--- config.mk ---
export PLATFORM = sky130hd
export DESIGN_NAME = sysrst_guard
export DESIGN_NICKNAME = d
export VERILOG_FILES = /design/src/rtl/sysrst_pkg.sv /design/src/rtl/sysrst_stretch.sv /design/src/rtl/sysrst_wdog.sv /design/src/rtl/sysrst_regs.sv /design/src/rtl/sysrst_guard.sv
export SDC_FILE = /design/constraint.sdc
export NUM_CORES = 1
export LEC_CHECK = 0
export BUFFER_PORTS_ARGS = -buffer_cell sky130_fd_sc_hd__buf_2
export CORE_MARGIN = 8
export CORE_UTILIZATION = 40
export DETAILED_ROUTE_END_ITERATION = 16
export HOLD_SLACK_MARGIN = 0.02
export PLACE_DENSITY_LB_ADDON = 0.1
export SLEW_MARGIN = 30
export SYNTH_ARGS = -nofsm -noshare
export SYNTH_HDL_FRONTEND = slang
export SYNTH_SLANG_ARGS = --single-unit
--- constraint.sdc ---
create_clock -name clk -period 1.75 [get_ports clk]
set_input_delay 0 -clock clk [delete_from_list [all_inputs] [get_ports clk]]
set_output_delay 0 -clock clk [all_outputs]
set_load 0.005 [all_outputs]
--- src/rtl/sysrst_pkg.sv ---
package sysrst_pkg;
  localparam logic [3:0] REV_CODE = 4'b0011;

  typedef enum logic { REG_CFG = 1'b0, REG_STAT = 1'b1 } reg_sel_e;

  // Cause vector index order equals status bit order (bit 8 + index)
  localparam int CAUSE_PLL  = 0;
  localparam int CAUSE_WDOG = 1;
  localparam int CAUSE_PWR  = 2;
  localparam int CAUSE_EXT  = 3;
  localparam int NCAUSE     = 4;

  localparam int WD_OFF_BIT = 9;

  function automatic logic [15:0] pack_status(logic [NCAUSE-1:0] c);
    return {REV_CODE, c, 8'h00};
  endfunction

  function automatic logic [15:0] pack_cfg(logic off);
    return {REV_CODE, 2'b00, off, 9'h000};
  endfunction
endpackage

--- src/rtl/sysrst_stretch.sv ---
module sysrst_stretch #(
  parameter int HOLD_CYCLES = 8
) (
  input  logic clk,
  input  logic por_n,
  input  logic src_any,
  output logic sys_rst
);
  localparam int CW = $clog2(HOLD_CYCLES + 1);
  localparam logic [CW-1:0] HOLD = CW'(HOLD_CYCLES);

  logic [CW-1:0] hold_q;

  function automatic logic [CW-1:0] hold_next(logic [CW-1:0] c, logic s);
    if (s)            return HOLD;
    else if (c != '0) return c - 1'b1;
    else              return '0;
  endfunction

  always_ff @(posedge clk or negedge por_n) begin
    if (!por_n) hold_q <= HOLD;
    else        hold_q <= hold_next(hold_q, src_any);
  end

  assign sys_rst = (hold_q != '0);

  // any sampled source leaves reset asserted on the next cycle
  a_r2_src_asserts: assert property (@(posedge clk) disable iff (!por_n)
    src_any |=> sys_rst);
  // reset only releases after a cycle with no source
  a_r2_fall_quiet: assert property (@(posedge clk) disable iff (!por_n)
    $fell(sys_rst) |-> $past(!src_any));
endmodule

--- src/rtl/sysrst_wdog.sv ---
module sysrst_wdog #(
  parameter int WD_LIMIT = 40
) (
  input  logic clk,
  input  logic por_n,
  input  logic sys_rst,
  input  logic wd_en,
  input  logic kick,
  output logic wd_fire
);
  localparam int CW = $clog2(WD_LIMIT + 1);
  localparam logic [CW-1:0] LIM = CW'(WD_LIMIT);

  logic [CW-1:0] cnt_q;

  function automatic logic [CW-1:0] wd_next(logic [CW-1:0] c, logic r, logic en, logic k);
    if (r || !en || k) return '0;
    else if (c != LIM) return c + 1'b1;
    else               return c;
  endfunction

  always_ff @(posedge clk or negedge por_n) begin
    if (!por_n) cnt_q <= '0;
    else        cnt_q <= wd_next(cnt_q, sys_rst, wd_en, kick);
  end

  assign wd_fire = (cnt_q == LIM);

  // a kick outside reset leaves no timeout on the next cycle
  a_r7_kick_clears: assert property (@(posedge clk) disable iff (!por_n)
    (kick && !sys_rst) |=> !wd_fire);
  // a watchdog disabled for two cycles never fires
  a_r8_off_silent: assert property (@(posedge clk) disable iff (!por_n)
    (!wd_en && $past(!wd_en)) |-> !wd_fire);
endmodule

--- src/rtl/sysrst_regs.sv ---
module sysrst_regs
  import sysrst_pkg::*;
(
  input  logic               clk,
  input  logic               por_n,
  input  logic               sys_rst,
  input  logic [NCAUSE-1:0]  cause_in,
  input  logic               bus_sel,
  input  logic               bus_wr,
  input  logic               bus_addr,
  input  logic [15:0]        bus_wdata,
  output logic [15:0]        bus_rdata,
  output logic               wd_en
);
  logic [NCAUSE-1:0] status_q;
  logic              wd_off_q;
  logic              rd_stat;
  logic              wr_cfg;
  logic              unused_wdata;

  assign rd_stat = bus_sel && !bus_wr && (reg_sel_e'(bus_addr) == REG_STAT);
  assign wr_cfg  = bus_sel &&  bus_wr && (reg_sel_e'(bus_addr) == REG_CFG);
  assign unused_wdata = ^{bus_wdata[15:WD_OFF_BIT+1], bus_wdata[WD_OFF_BIT-1:0]};

  // Cause bits live only in the power-on domain
  always_ff @(posedge clk or negedge por_n) begin
    if (!por_n) status_q <= '0;
    else        status_q <= cause_in | (rd_stat ? '0 : status_q);
  end

  always_ff @(posedge clk or negedge por_n) begin
    if (!por_n)      wd_off_q <= 1'b0;
    else if (sys_rst) wd_off_q <= 1'b0;
    else if (wr_cfg)  wd_off_q <= bus_wdata[WD_OFF_BIT];
  end

  always_comb begin
    if (!bus_sel)                              bus_rdata = '0;
    else if (reg_sel_e'(bus_addr) == REG_STAT) bus_rdata = pack_status(status_q);
    else                                       bus_rdata = pack_cfg(wd_off_q);
  end

  assign wd_en = !wd_off_q;

  // without a read no captured bit is lost
  a_r10_sticky: assert property (@(posedge clk) disable iff (!por_n)
    !$past(rd_stat) |-> ((status_q & $past(status_q)) == $past(status_q)));
  // an active source is recorded on the next cycle, read or not
  a_r10_capture: assert property (@(posedge clk) disable iff (!por_n)
    (cause_in != '0) |=> ((status_q & $past(cause_in)) == $past(cause_in)));
  // a system reset re-enables the watchdog
  a_r9_cfg_clr: assert property (@(posedge clk) disable iff (!por_n)
    sys_rst |=> !wd_off_q);
endmodule

--- src/rtl/sysrst_guard.sv ---
module sysrst_guard
  import sysrst_pkg::*;
#(
  parameter int HOLD_CYCLES = 8,
  parameter int WD_LIMIT    = 40
) (
  input  logic        clk,
  input  logic        por_n,
  input  logic        pll_unlock,
  input  logic        pwr_fail,
  input  logic        ext_rst_n,
  input  logic        std_mode,
  input  logic        wd_kick,
  input  logic        bus_sel,
  input  logic        bus_wr,
  input  logic        bus_addr,
  input  logic [15:0] bus_wdata,
  output logic [15:0] bus_rdata,
  output logic        sys_rst
);
  logic [NCAUSE-1:0] cause;
  logic              wd_fire;
  logic              wd_en;
  logic              src_any;

  assign cause[CAUSE_PLL]  = pll_unlock;
  assign cause[CAUSE_WDOG] = wd_fire;
  assign cause[CAUSE_PWR]  = pwr_fail;
  assign cause[CAUSE_EXT]  = std_mode && !ext_rst_n;
  assign src_any = |cause;

  sysrst_stretch #(.HOLD_CYCLES(HOLD_CYCLES)) u_stretch (
    .clk(clk), .por_n(por_n), .src_any(src_any), .sys_rst(sys_rst));

  sysrst_wdog #(.WD_LIMIT(WD_LIMIT)) u_wdog (
    .clk(clk), .por_n(por_n), .sys_rst(sys_rst), .wd_en(wd_en),
    .kick(wd_kick), .wd_fire(wd_fire));

  sysrst_regs u_regs (
    .clk(clk), .por_n(por_n), .sys_rst(sys_rst), .cause_in(cause),
    .bus_sel(bus_sel), .bus_wr(bus_wr), .bus_addr(bus_addr),
    .bus_wdata(bus_wdata), .bus_rdata(bus_rdata), .wd_en(wd_en));

  // the external pin is ignored outside the standard interface mode
  a_r5_pin_ignored: assert property (@(posedge clk) disable iff (!por_n)
    (!std_mode && !pll_unlock && !pwr_fail && !wd_fire && !sys_rst) |=> !sys_rst);
  // a timeout leads to a system reset
  a_r6_fire_resets: assert property (@(posedge clk) disable iff (!por_n)
    wd_fire |=> sys_rst);
endmodule

==> flow_summary.toml <==
[outcome]
outcome = "finished, final reports clean"

[yosys]
ys_ff_latch = 15
synth-simple-area-share = 0.233
yosysSeqAreaShare = 0.433
synth_top_family_by_area = "simple AND/OR/NAND/NOR gates"
synth_top_area_cell = "dfrtp_1"
synth_mux_area_frac = 0.0345
synth_area_um2 = 870
synth-xor-area-share = 0.0403
synth_top_area_frac = 0.403
syn_inst = 87
synth_compound_area_frac = 0.0547
avgSynthCellArea_um2 = 10.0
synth-async-reset-ratio = 1.00
synth.most_common_cell = "dfrtp_1"
yosys_most_used_dff = "dfrtp_1"
synth_common_cells = "dfrtp_1, buf_4, inv_1, nor2_1, nor3_1"
synth_edf_count = 0
synth_fa_ha_area_frac = 0.0576
ys_warn_count = 0
synth.distinct_cells = 27
ys_top_cells_by_area = "dfrtp_1, buf_4, ha_1"

[timing]
layout_min_cycle_time_ps = 1640
fmax_mhz = 609
tns_ps = 0
hold_violations = 0
setup_viol_count_final = 0
rsz0062_at_grt = "no"
finalCritPeriodShare = 0.939
fin_skew_ps = 2.76
drv_slew = 0

[setup_path]
reg2reg_slack_ps = 110
r2r_end = "u_wdog.cnt_q[0]"
crit_chain = "inv_1, ha_1, or3b_4, or3_4, nor3_2"
path_class = "flop to flop"
path_max_fanout = 6
critPathTopFamily = "simple AND/OR/NAND/NOR gates"
reg2regPathDepth = 5
reg2reg_from = "u_stretch.hold_q[0]"
cp.arrival_ps = 1850
endpoint_kind = "flop"
start_kind = "flop"
crit_slowest_cell = "or3_4"
max_stage_delay_ps = 390
critPathBufInv = 1
required_ps = 1960

[clocking]
clk_latency_ps = 280
h-tree-depth = 1
clockBufferDepth = 2
cts_root_buf = "clkbuf_4"
post_cts_buffers = 0
clkTransAtPathRegs_ps = 90
cts_buffers = 3
tritoncts = "yes"
clock_sinks = 15

[floorplanning]
start_util = 0.409
fp.dieH_um = 62.6
core_area_mm2 = 0.00213
io_pins = 43
die_width_um = 62.6
die_area_mm2 = 0.00392
num_rows = 17

[global_routing]
grt_max_degree = 16
antenna_found_initial = 0
grt_pass1_vias = 692
globalRouteOverflowTotal = 0
grt_pass1_wl_um = 3160
grt_use_total = 0.0959

[layout]
area_growth_pct = 18.7
fin_util = 0.485
drive_above_1_share = 0.259
fillers = 215
antennaDiodeCount = 0
nets = 143

[drt]
viasPerCell = 4.56
ant_nets = 0
vias = 639
dr.first_iter.drc_count = 27
dr.pass1.iters = 3
drc = 0
wirelength_um = 1780
wl_per_cell_um = 12.7

[power]
total_leakage_power_nw = 0.502
power.density_mw_per_mm2 = 646
ir_drop_uv = 422
p_total_mw = 0.667

[job]
cap_violations = 0

[placement]
gp_congestion = 0.693
portBuffers = 17
hpwl_um = 1350

[worst_hold_path]
hp-class = "input pin to flop"
hold-path-endpoint = "u_wdog.cnt_q[2]"
min_from = "wd_kick"
hold_depth = 3
[worst max path at each step]
| stage | from | to | slack (ps) | cells after the start |
|---|---|---|---|---|
| 5_1_grt | u_stretch.hold_q[1] | u_wdog.cnt_q[2] | 40 | 5 |
| 3_3_place_gp | u_stretch.hold_q[0] | u_wdog.cnt_q[0] | 40 | 5 |
| 3_5_place_dp | u_stretch.hold_q[0] | u_wdog.cnt_q[0] | 20 | 5 |
| 6_report | u_stretch.hold_q[0] | u_wdog.cnt_q[0] | 110 | 5 |
| 4_1_cts | u_stretch.hold_q[0] | u_wdog.cnt_q[0] | 2 | 5 |
| 2_1_floorplan | u_stretch.hold_q[0] | u_wdog.cnt_q[0] | 90 | 6 |
[worst register-to-register path, stage by stage, from the launching register on]
cell     delay (ps)
dfrtp_1         380
inv_1            80
ha_1            170
or3b_4          380
or3_4           390
nor3_2          180
[flip-flops by register name, indices dropped and copies added, names as in the netlist]
name,count
u_stretch.hold_q,4
u_regs.wd_off_q,1
u_wdog.cnt_q,6
u_regs.status_q,4
[routing by layer]
layer / share of wire / track usage / wire length (um)
met1: 0.43 / 0.100 / 758
met2: 0.51 / 0.171 / 902
met3: 0.059 / 0.0466 / 104
met4: 0.0062 / 0.0171 / 11
met5: 0 / 0 / 0
[cell type report]
type	instances	area (um2)	share of cell area
flip-flops and latches	15	377	0.365
well taps	28	35.0	0.0339
multi-input cells	62	408	0.395
repair buffers	26	168	0.162
clock buffers	4	26.3	0.0255
inverters	5	18.8	0.0182
[report_power, final]
group	switching, mW	internal (mW)	leakage, nW
clock	0.113	0.0885	0.0150
sequential	0.00778	0.360	0.192
combinational	0.0483	0.0503	0.296
total	0.169	0.498	0.502
[what timing repair did]
item	4_1_cts	5_1_grt
endpoints found under the setup margin	0	5
hold buffers	6	0
hold endpoints to repair	20	0
gates resized for setup	0	1
[stage by stage]
| stage | area, um2 | hold slack [ps] | setup slack (ps) | std cells |
|---|---|---|---|---|
| after floorplan | 903 | -296 | 86.3 | 96 |
| after global placement | 941 | -73.7 | 37.2 | 130 |
| after detailed placement | 941 | -75.2 | 23.8 | 130 |
| after CTS | 1030 | 109 | 2.28 | 140 |
| after global routing | 1030 | 44.6 | 44.3 | 140 |
| final | 1030 | 41.8 | 107 | 140 |
[logic make-up after synthesis]
group | Yosys count
adder cells (fa/ha/maj) | 4
AND/OR/NAND/NOR | 33
buffers and inverters | 19
XOR/XNOR | 4
flip-flops | 15
AO/OA/AOI/OAI | 8
other | 1
multiplexers | 3
[placed cells by master (no fill, tap or decap), types with 3 or more instances in the layout]
master,n
buf_2,17
mux2i_1,3
a21oi_1,3
buf_4,3
dfrtp_1,14
nor3_1,5
inv_1,5
nor3_2,3
a21o_1,3
and3_1,3
nand2_1,3
dlygate4sd3_1,6
conb_1,10
nand3_1,4
nor2_1,5
ha_1,4
clkbuf_4,3
Note: power is estimated with default switching activity, not from simulation.
